`src/rtl/pwm_ovr_pkg.sv`:
```
package pwm_ovr_pkg;
    // logical (polarity-free) levels of one output pair
    typedef struct packed {
        logic hi;
        logic lo;
    } pair_act_t;
endpackage

```
`src/rtl/pwm_ovr_sync.sv`:
```
module pwm_ovr_sync #(
    parameter int WIDTH  = 2,
    parameter int STAGES = 2
) (
    input  logic             clk,
    input  logic             rst_n,
    input  logic [WIDTH-1:0] async_in,
    output logic [WIDTH-1:0] sync_out
);
    typedef struct packed {
        logic [STAGES-1:0][WIDTH-1:0] chain;
    } sync_state_t;

    sync_state_t st_d, st_q;

    always_comb begin
        st_d = st_q;
        st_d.chain[0] = async_in;
        for (int k = 1; k < STAGES; k++) begin
            st_d.chain[k] = st_q.chain[k-1];
        end
        if (!rst_n) begin
            st_d = '0;
        end
    end

    always_ff @(posedge clk) begin
        st_q <= st_d;
    end

    assign sync_out = st_q.chain[STAGES-1];
endmodule

```
`src/rtl/pwm_ovr_pair.sv`:
```
module pwm_ovr_pair
    import pwm_ovr_pkg::*;
#(
    parameter int NFLT = 2
) (
    input  logic            comp_mode,
    input  logic            gen_h,
    input  logic            gen_l,
    input  logic [NFLT-1:0] flt_hit,
    input  logic [NFLT-1:0] st_h,
    input  logic [NFLT-1:0] st_l,
    output pair_act_t       act
);
    logic forced;
    logic frc_h;
    logic frc_l;

    always_comb begin
        forced = 1'b0;
        frc_h  = 1'b0;
        frc_l  = 1'b0;
        // walk from the highest index down so fault 0 is applied last and wins
        for (int f = NFLT - 1; f >= 0; f--) begin
            if (flt_hit[f]) begin
                forced = 1'b1;
                frc_h  = st_h[f];
                frc_l  = st_l[f];
            end
        end
        if (forced) begin
            act.hi = frc_h;
            act.lo = frc_l & ~(comp_mode & frc_h);
        end else begin
            act.hi = gen_h;
            act.lo = comp_mode ? ~gen_h : gen_l;
        end
    end
endmodule

```
`src/rtl/pwm_fault_stage.sv`:
```
module pwm_fault_stage
    import pwm_ovr_pkg::*;
#(
    parameter int NPAIRS    = 4,
    parameter int NFLT      = 2,
    parameter int SYNC_DEPTH = 2
) (
    input  logic                       clk,
    input  logic                       rst_n,
    input  logic                       rst_tristate,
    input  logic                       comp_mode,
    input  logic                       pol_h,
    input  logic                       pol_l,
    input  logic [NPAIRS-1:0]          pin_en_h,
    input  logic [NPAIRS-1:0]          pin_en_l,
    input  logic [NPAIRS-1:0]          gen_h,
    input  logic [NPAIRS-1:0]          gen_l,
    input  logic [NFLT-1:0]            flt_in,
    input  logic [NFLT*NPAIRS-1:0]     flt_mask,
    input  logic [NFLT*2*NPAIRS-1:0]   flt_state,
    input  logic [NFLT-1:0]            flt_irq_clr,
    output logic [NPAIRS-1:0]          pin_h,
    output logic [NPAIRS-1:0]          pin_l,
    output logic [NPAIRS-1:0]          oe_h,
    output logic [NPAIRS-1:0]          oe_l,
    output logic [NFLT-1:0]            flt_irq
);
    localparam int STATE_W = 2 * NPAIRS;

    typedef struct packed {
        logic [NPAIRS-1:0] lvl_h;
        logic [NPAIRS-1:0] lvl_l;
        logic [NPAIRS-1:0] en_h;
        logic [NPAIRS-1:0] en_l;
        logic [NFLT-1:0]   flag;
        logic [NFLT-1:0]   flt_prev;
    } out_state_t;

    out_state_t s_d, s_q;

    logic [NFLT-1:0]             flt_s;
    logic [NFLT-1:0][NPAIRS-1:0] hit_all;
    logic [NFLT-1:0][NPAIRS-1:0] st_h_all;
    logic [NFLT-1:0][NPAIRS-1:0] st_l_all;
    pair_act_t [NPAIRS-1:0]      act;

    pwm_ovr_sync #(
        .WIDTH  (NFLT),
        .STAGES (SYNC_DEPTH)
    ) u_sync (
        .clk      (clk),
        .rst_n    (rst_n),
        .async_in (flt_in),
        .sync_out (flt_s)
    );

    for (genvar f = 0; f < NFLT; f++) begin : g_flt
        for (genvar p = 0; p < NPAIRS; p++) begin : g_map
            assign hit_all[f][p]  = flt_s[f] & flt_mask[f*NPAIRS + p];
            assign st_h_all[f][p] = flt_state[f*STATE_W + 2*p];
            assign st_l_all[f][p] = flt_state[f*STATE_W + 2*p + 1];
        end
    end

    for (genvar p = 0; p < NPAIRS; p++) begin : g_pair
        logic [NFLT-1:0] hit_p;
        logic [NFLT-1:0] sh_p;
        logic [NFLT-1:0] sl_p;
        for (genvar f = 0; f < NFLT; f++) begin : g_col
            assign hit_p[f] = hit_all[f][p];
            assign sh_p[f]  = st_h_all[f][p];
            assign sl_p[f]  = st_l_all[f][p];
        end
        pwm_ovr_pair #(
            .NFLT (NFLT)
        ) u_pair (
            .comp_mode (comp_mode),
            .gen_h     (gen_h[p]),
            .gen_l     (gen_l[p]),
            .flt_hit   (hit_p),
            .st_h      (sh_p),
            .st_l      (sl_p),
            .act       (act[p])
        );
    end

    always_comb begin
        s_d = s_q;
        for (int p = 0; p < NPAIRS; p++) begin
            s_d.lvl_h[p] = act[p].hi ^ pol_h;
            s_d.lvl_l[p] = act[p].lo ^ pol_l;
        end
        s_d.en_h     = pin_en_h;
        s_d.en_l     = pin_en_l;
        s_d.flt_prev = flt_s;
        // a new rising edge outranks a clear in the same cycle
        s_d.flag     = (s_q.flag & ~flt_irq_clr) | (flt_s & ~s_q.flt_prev);
        if (!rst_n) begin
            s_d.lvl_h    = {NPAIRS{pol_h}};
            s_d.lvl_l    = {NPAIRS{pol_l}};
            s_d.en_h     = {NPAIRS{~rst_tristate}};
            s_d.en_l     = {NPAIRS{~rst_tristate}};
            s_d.flag     = '0;
            s_d.flt_prev = '0;
        end
    end

    always_ff @(posedge clk) begin
        s_q <= s_d;
    end

    assign pin_h   = s_q.lvl_h;
    assign pin_l   = s_q.lvl_l;
    assign oe_h    = s_q.en_h;
    assign oe_l    = s_q.en_l;
    assign flt_irq = s_q.flag;
endmodule

```
`config.mk`:
```
export PLATFORM = sky130hd
export DESIGN_NAME = pwm_fault_stage
export DESIGN_NICKNAME = d
export VERILOG_FILES = /design/src/rtl/pwm_ovr_pkg.sv /design/src/rtl/pwm_ovr_sync.sv /design/src/rtl/pwm_ovr_pair.sv /design/src/rtl/pwm_fault_stage.sv
export SDC_FILE = /design/constraint.sdc
export NUM_CORES = 1
export LEC_CHECK = 0
export BUFFER_PORTS_ARGS = -buffer_cell sky130_fd_sc_hd__clkbuf_2
export CAP_MARGIN = 20
export CORE_ASPECT_RATIO = 0.5
export CORE_UTILIZATION = 43
export CTS_CLUSTER_DIAMETER = 50
export DETAILED_ROUTE_END_ITERATION = 16
export PLACE_DENSITY_LB_ADDON = 0.25
export SYNTH_ARGS = -nofsm -noshare
export SYNTH_HDL_FRONTEND = slang
export SYNTH_SLANG_ARGS = --single-unit
```
`constraint.sdc`:
```
create_clock -name clk -period 1.5 [get_ports clk]
set_clock_uncertainty 0.2 [all_clocks]
set_input_delay 0.225 -clock clk [delete_from_list [all_inputs] [get_ports clk]]
set_output_delay 0.225 -clock clk [all_outputs]
set_load 0.01 [all_outputs]
```
======== After elaboration in Yosys (flattened, before gate mapping) ========
Index checks and enable logic that the tools add are counted.
storage, ports and cells
  bits in registers ....................... 24
  input port bits ......................... 50
  output and inout port bits .............. 18
  logic and storage cells ................. 79
operators by class
  multiplexer cells ....................... 33
  bitwise logic cells ..................... 38
operators with widths
  kind               count
  2-to-1 mux 1 bit   28
  2-to-1 mux 20 bit  1
  AND 1 bit          16
  NOT 1 bit          9
  2-to-1 mux 2 bit   4
  XOR 1 bit          8
  AND 2 bit          2
  NOT 2 bit          2
  bitwise OR 2 bit   1

======== Depth between registers and ports, before layout ========
Gate-level depths: netlist of run 1.
  depth after elaboration ................. 9
  depth in mapped cells ................... 6
  mapped depth without buffers ............ 5

======== Cells and area by module ========
Synthesis of run 1 repeated with hierarchy kept, for this count alone.
unflattened totals
  cells, all modules ...................... 133
  area total of the unflattened synthesis .. 1,224.9 um^2
modules (own cells, without submodules)
  module           times used  cells an instance  area each (um^2)  sequential area each (um^2)
  pwm_fault_stage  1           83                 824.5             400.4
  pwm_ovr_pair     4           10                 70.1              0.0
  pwm_ovr_sync     1           10                 120.1             80.1

======== Least setup slack after synthesis of run 1 ========
OpenSTA, ideal clock, no wires.
  path kind ............................... reg-to-reg
  start point ............................. register u_sync.st_q (netlist bit u_sync.sync_out[0])
  end point ............................... register s_q (netlist bit pin_l[0])
  setup time .............................. 120 ps
  data arrival time ....................... 1,058 ps
  required time ........................... 1,180 ps
  setup slack ............................. 122 ps
  cell stages (with the launch flop) ...... 7
  path buffers ............................ 1
  period minus slack after synthesis ...... 1,378 ps
  cell sequence ........................... dfxtp_1 > buf_6 > nand2_4 > mux2_4 > o21ai_1 > a21oi_2 > xor2_1
RTL lines
  item                    RTL line                source
  from (decl)             pwm_ovr_sync.sv:14      sync_state_t st_d, st_q;
  from (signal assigned)  pwm_ovr_sync.sv:28      st_q <= st_d;
  to (signal assigned)    pwm_fault_stage.sv:109  s_q <= s_d;
  to (decl)               pwm_fault_stage.sv:39   out_state_t s_d, s_q;

==> results by group, run 1 <==
Routing
  – Via count: 1039
  – 1st-iter DRT viols: 9
  – DRT Wirelength: 2.44 mm
  – Final ANT Viol Nets: 0
  – WL per Instance: 10.6 um
  – DRC: 0
  – 1st-pass router iterations: 4
  – Vias per cell: 4.54

Critical path
  – Crit end category: flop
  – WP data required: 1460 ps
  – Worst Setup Path Type: reg2reg
  – Crit path DAT: 1370 ps
  – CP Max Fanout: 6
  – Worst-path cell chain: nand2_4, mux2_4, o21ai_1, a21oi_2, xor2_1
  – Buf/Inv on CP: 0
  – Slowest CP cell: dfxtp_2
  – CP max stage delay: 430 ps
  – Family with the most delay on the worst path: flip-flops
  – Crit start category: flop

Die
  – FP Rows: 12
  – Die area: 2960 um^2
  – Die Span X: 76.0 um
  – Starting Density: 0.493
  – Ports: 68
  – Die Y: 39.0 um
  – Core box area: 2390 um^2

Timing
  – RSZ-0062 raised after global routing: no
  – Worst-margin pin slew: between 500 and 600 ps
  – Headroom to the max-slew limit: 0.662
  – Max Clk Rate: 705 MHz
  – Final hold vios: 0
  – Crit share post-route: 0.945
  – Crit path time final: roughly 1400 ps
  – Final-report max-slew violation count: 0
  – Final setup margin: 81.9 ps
  – Final setup viols: 0

Placement
  – Detail Placement HPWL: roughly 1.8 mm
  – Gpl congestion: 0.823
  – PortBufs: 67
  – Area post-placement: ~1400 um^2
  – Post-place setup slack: -22.8 ps

Synth
  – Synthesized net count: between 150 and 200
  – Post-synthesis cell area: 1180 um^2
  – Avg Inst Size Synth: approximately 9 um^2
  – Post-synthesis register bit count: 24
  – Seq/Total Area, Yosys: 0.409
  – Cells after Synth: roughly 130
  – Yosys warns: 0
  – Unique masters post-synth: 32

CTS
  – Number of post-CTS setup repair buffers: 0
  – Clk sinks: 24
  – CTS max path bufs: 2
  – Clock transition at the registers of the reported paths: 80 ps
  – TritonCTS clock tree: built
  – Num CTS Buffers: 3
  – Worst skew pair latency: 260 ps
  – H-tree depth: 1
  – Root Buffer: clkbuf_8

Global routing
  – Initial antenna violation count: 0
  – Vias in the first global route: slightly below 1000
  – First-pass GRT wire length: 4.13 mm
  – Largest net degree at the start of global routing: 16
  – Gr ovfl total: 0
  – Total GRT Usage: 0.191

Pwr
  – Total power: 1.55 mW
  – Pwr/cell area: 969 nW/um^2
  – Peak supply drop: about 0.41 mV
  – LEAKAGE: 0.842 nW

Finish
  – Fin area: 1600 um^2
  – Ant. Diodes: 0
  – Commonest non-fill, non-tap cells in the layout: clkbuf_2 (67), dfxtp_1 (22), nand2_1 (13), dlygate4sd3_1 (10), a21o_1 (8)
  – Finished Core Util: 0.669
  – Nets: 245
  – Area Growth Syn to Fin: 35.7%
  – Ratio of cells with drive above 1 in the final layout: 0.433
  – Commonest non-fill, non-tap cell in the layout: clkbuf_2

Min path
  – Min-delay worst type: in2reg

Run status
  – Status: completed

Flow run
  – Max Cap Violations: 0
-- cells in the mapped netlist (all sizes together) --
| master | number | share of area |
|---|---|---|
| nor2 | 6 | 0.019 |
| a21o | 8 | 0.051 |
| clkbuf | 2 | 0.0064 |
| inv | 6 | 0.019 |
| a21oi | 4 | 0.020 |
| a31oi | 1 | 0.0053 |
| a32o | 1 | 0.0096 |
| nand2 | 15 | 0.061 |
| nand4b | 1 | 0.0074 |
| a22o | 1 | 0.0074 |
| xnor2 | 7 | 0.052 |
| and2 | 8 | 0.044 |
| or2 | 1 | 0.0053 |
| nand3 | 7 | 0.030 |
| buf | 22 | 0.14 |
| o211ai | 2 | 0.013 |
| o22ai | 2 | 0.011 |
| xor2 | 1 | 0.0074 |
| o21ai | 4 | 0.017 |
| dfxtp | 24 | 0.41 |
| nand3b | 2 | 0.013 |
| mux2 | 1 | 0.013 |
| nand4 | 2 | 0.011 |
| o2111ai | 2 | 0.015 |
| mux2i | 2 | 0.017 |
-- where the power goes --
group | total, mW | switching, mW | internal (mW) | leakage (nW)
sequential | 0.709 | 0.0186 | 0.691 | 0.201
clock | 0.551 | 0.195 | 0.356 | 0.0357
combinational | 0.287 | 0.129 | 0.157 | 0.605
-- through the flow --
| step | setup TNS (ps) | hold slack [ps] | cells |
|---|---|---|---|
| 2_1_floorplan | 0 | 122 | 132 |
| 3_3_place_gp | 0 | 220 | 215 |
| 3_5_place_dp | -30.4 | 220 | 215 |
| 4_1_cts | 0 | 43.9 | 229 |
| 5_1_grt | 0 | 52.4 | 229 |
| 6_report | 0 | 51.2 | 229 |
-- flip-flops by register name, indices dropped and copies added (netlist names) --
name	count
flt_irq	2
oe_h	4
oe_l	4
pin_h	4
pin_l	4
s_q	2
u_sync.st_q	2
u_sync.sync_out	2
-- path summary, 6_finish.rpt --
kind                 startpoint                  to  slack (ps)  cells past startpoint
max          u_sync.sync_out[0]            pin_l[0]          80                      5
max reg2reg  u_sync.sync_out[0]            pin_l[0]          80                      5
min reg2reg      u_sync.st_q[1]  u_sync.sync_out[1]         240                      1
min                       pol_l            pin_l[0]          50                      2
-- cell type report --
class	instances	area (um^2)
Fill cell	203	791
Timing Repair Buffer	82	473
Clock buffer	3	41.3
Multi-Input combinational cell	78	503
Inverter	6	22.5
Sequential cell	24	483
Clock inverter	1	30.0
Tap cell	35	43.8
-- repair_timing --
item	4_1_cts	5_1_grt
hold endpoints to repair	10	0
hold buffers	10	0
endpoints found under the setup margin	4	1
resized for setup	2	1
pin swaps	0	0
-- layer usage --
layer / up-vias / global-route usage / share of wire
met2: 45 / 0.382 / 0.49
met5: - / 0 / 0
met3: 4 / 0.0518 / 0.059
li1: 547 / - / -
met1: 443 / 0.203 / 0.44
met4: 0 / 0.0721 / 0.011
-- cell families after synthesis --
family	synth area share
simple gates	0.189
buf+inv	0.164
compound gates	0.149
flops	0.409
xor+xnor	0.0596
mux	0.0298
Note: power is estimated with default switching activity, not from simulation.
==> inputs of run 2 (changes only) <==
REMOVE_ABC_BUFFERS = 1   (was not set)
==> run 2 against run 1 <==
  * Sequential share of layout area is 0.095 points lower
  * Global-route usage is 1.8 points lower
  * Largest power group unchanged
  * Die area stayed put
==> results by group, run 2 (synthesized netlist as in run 1, its figures left out) <==
Run status
  – Status: completed

Routing
  – Vias per cell: 4.52
  – Via count: a little over 1000
  – WL per Instance: roughly 10 um
  – Final ANT Viol Nets: 0
  – DRT Wirelength: between 2 and 2.5 mm
  – 1st-pass router iterations: 4
  – 1st-iter DRT viols: 21
  – DRC: 0

Pwr
  – Net Sw Power: 0.347 mW
  – Peak supply drop: 0.508 mV
  – Seq pwr share: 0.455
  – Sw Share: 0.224
  – Pwr/cell area: 970 nW/um^2
  – Pint: 1.21 mW
  – LEAKAGE: slightly above 0.8 nW
  – Clock Power Share: 0.358
  – Total power: 1.55 mW
  – Comb power frac: 0.187

Finish
  – Fin area: about 1600 um^2
  – Area Growth Syn to Fin: 36.2%
  – Ant. Diodes: 0
  – Commonest non-fill, non-tap cells in the layout: clkbuf_2 (67), dfxtp_1 (22), nand2_1 (13), dlygate4sd3_1 (10), a21o_1 (8)
  – Ratio of cells with drive above 1 in the final layout: 0.438
  – Commonest non-fill, non-tap cell in the layout: clkbuf_2
  – Nets: between 200 and 250

Die
  – Die area: around 3000 um^2
  – Core box area: 2390 um^2
  – Starting Density: 0.493
  – Die Span X: 76.0 um
  – FP Rows: 12
  – Ports: between 60 and 70
  – Die Y: 39.0 um

CTS
  – Num CTS Buffers: 3
  – TritonCTS clock tree: built
  – H-tree depth: 1
  – Clk sinks: 24
  – CTS max path bufs: 2
  – Number of post-CTS setup repair buffers: 0
  – Root Buffer: clkbuf_8
  – Worst skew pair latency: around 260 ps
  – Clock transition at the registers of the reported paths: approximately 80 ps

Critical path
  – Crit start category: flop
  – Reg-to-reg slack, setup: 60 ps
  – Worst r2r src: u_sync.sync_out[0]
  – Crit end category: flop
  – Slowest CP cell: dfxtp_2
  – Buf/Inv on CP: 1
  – CP Max Fanout: 8
  – Family with the most delay on the worst path: flip-flops
  – Worst Setup Path Type: reg2reg
  – Worst-path cell chain: buf_12, nand2_4, or2_0, a32o_2, xnor2_1
  – WP data required: 1460 ps
  – CP max stage delay: 350 ps
  – Critical path depth in cells: 5
  – Worst r2r path cells: 5
  – Crit path DAT: 1390 ps
  – Critical path origin: u_sync.sync_out[0]
  – R2r endpoint: pin_l[3]

Flow run
  – Max Cap Violations: 0

Min path
  – Min-delay worst type: in2reg
  – End of the worst hold path: pin_h[3]
  – Hold Path Cell Cnt: 2
  – Hold_sp: pol_h

Global routing
  – First-pass GRT wire length: 3.81 mm
  – Largest net degree at the start of global routing: 15
  – Total GRT Usage: 0.172
  – Gr ovfl total: 0
  – Initial antenna violation count: 0
  – Vias in the first global route: 938

Timing
  – Final setup viols: 0
  – Final hold vios: 0
  – Final-report max-slew violation count: 0
  – Headroom to the max-slew limit: 0.642
  – Total negative slack: 0 ps
  – Crit share post-route: 0.959
  – Worst-margin pin slew: between 500 and 600 ps
  – Max Clk Rate: 695 MHz
  – Crit path time final: 1440 ps
  – Worst hold slack: between 20 and 30 ps

Placement
  – Detail Placement HPWL: approximately 1.8 mm
  – PortBufs: 67
  – Gpl congestion: 0.839
  – Area post-placement: 1420 um^2
==> run 2: cell count changes in the layout (fill, tap and decap cells not counted), sizes merged <==
| cell | before | now |
|---|---|---|
| buf | 5 | 3 |
==> run 2: how the worst max path moves through the flow <==
| stage | end | slack (ps) |
|---|---|---|
| final | pin_l[3] | 60 |
| after global placement | pin_l[3] | 20 |
| after CTS | pin_l[3] | 30 |
| after floorplan | pin_l[0] | 30 |
| after global routing | pin_l[0] | -2 |
| after detailed placement | pin_l[3] | -4 |
==> run 2: metal layers <==
metal | wire (um) | GRT usage | vias up
met2 | 1200 | 0.352 | 32
met1 | 986 | 0.186 | 450
met5 | 0 | 0 | -
met3 | 139 | 0.0541 | 2
met4 | 12 | 0.0288 | 0
li1 | - | - | 543
==> run 2: area by class of cell <==
type	instances	area, um^2
Timing Repair Buffer	80	470
Multi-Input combinational cell	78	510
Fill cell	207	786
Tap cell	35	43.8
Sequential cell	24	483
Inverter	6	22.5
Clock buffer	3	41.3
Clock inverter	1	30.0
==> run 2: what timing repair did <==
action / 4_1_cts / 5_1_grt
endpoints found under the setup margin: 1 / 3
endpoints found under the hold margin: 10 / 0
pin swaps: 0 / 0
resized for setup: 1 / 3
hold buffers: 10 / 0
==> run 2: stage by stage <==
stage / setup WS (ps) / instances / util
floorplan: 32.6 / 108 / -
global placement: 20.9 / 213 / 0.595
detailed placement: -3.88 / 213 / 0.595
CTS: 27.2 / 227 / 0.667
global route: -1.65 / 227 / 0.671
finish: 61.1 / 227 / 0.671
==> run 2: power by group through the flow <==
stage / combinational, mW / sequential [mW] / clock (mW)
after floorplan: 0.0926 / 0.748 / 0
after global placement: 0.265 / 0.720 / 0
after detailed placement: 0.268 / 0.722 / 0
after CTS: 0.289 / 0.707 / 0.572
after global routing: 0.320 / 0.714 / 0.607
final: 0.290 / 0.707 / 0.557
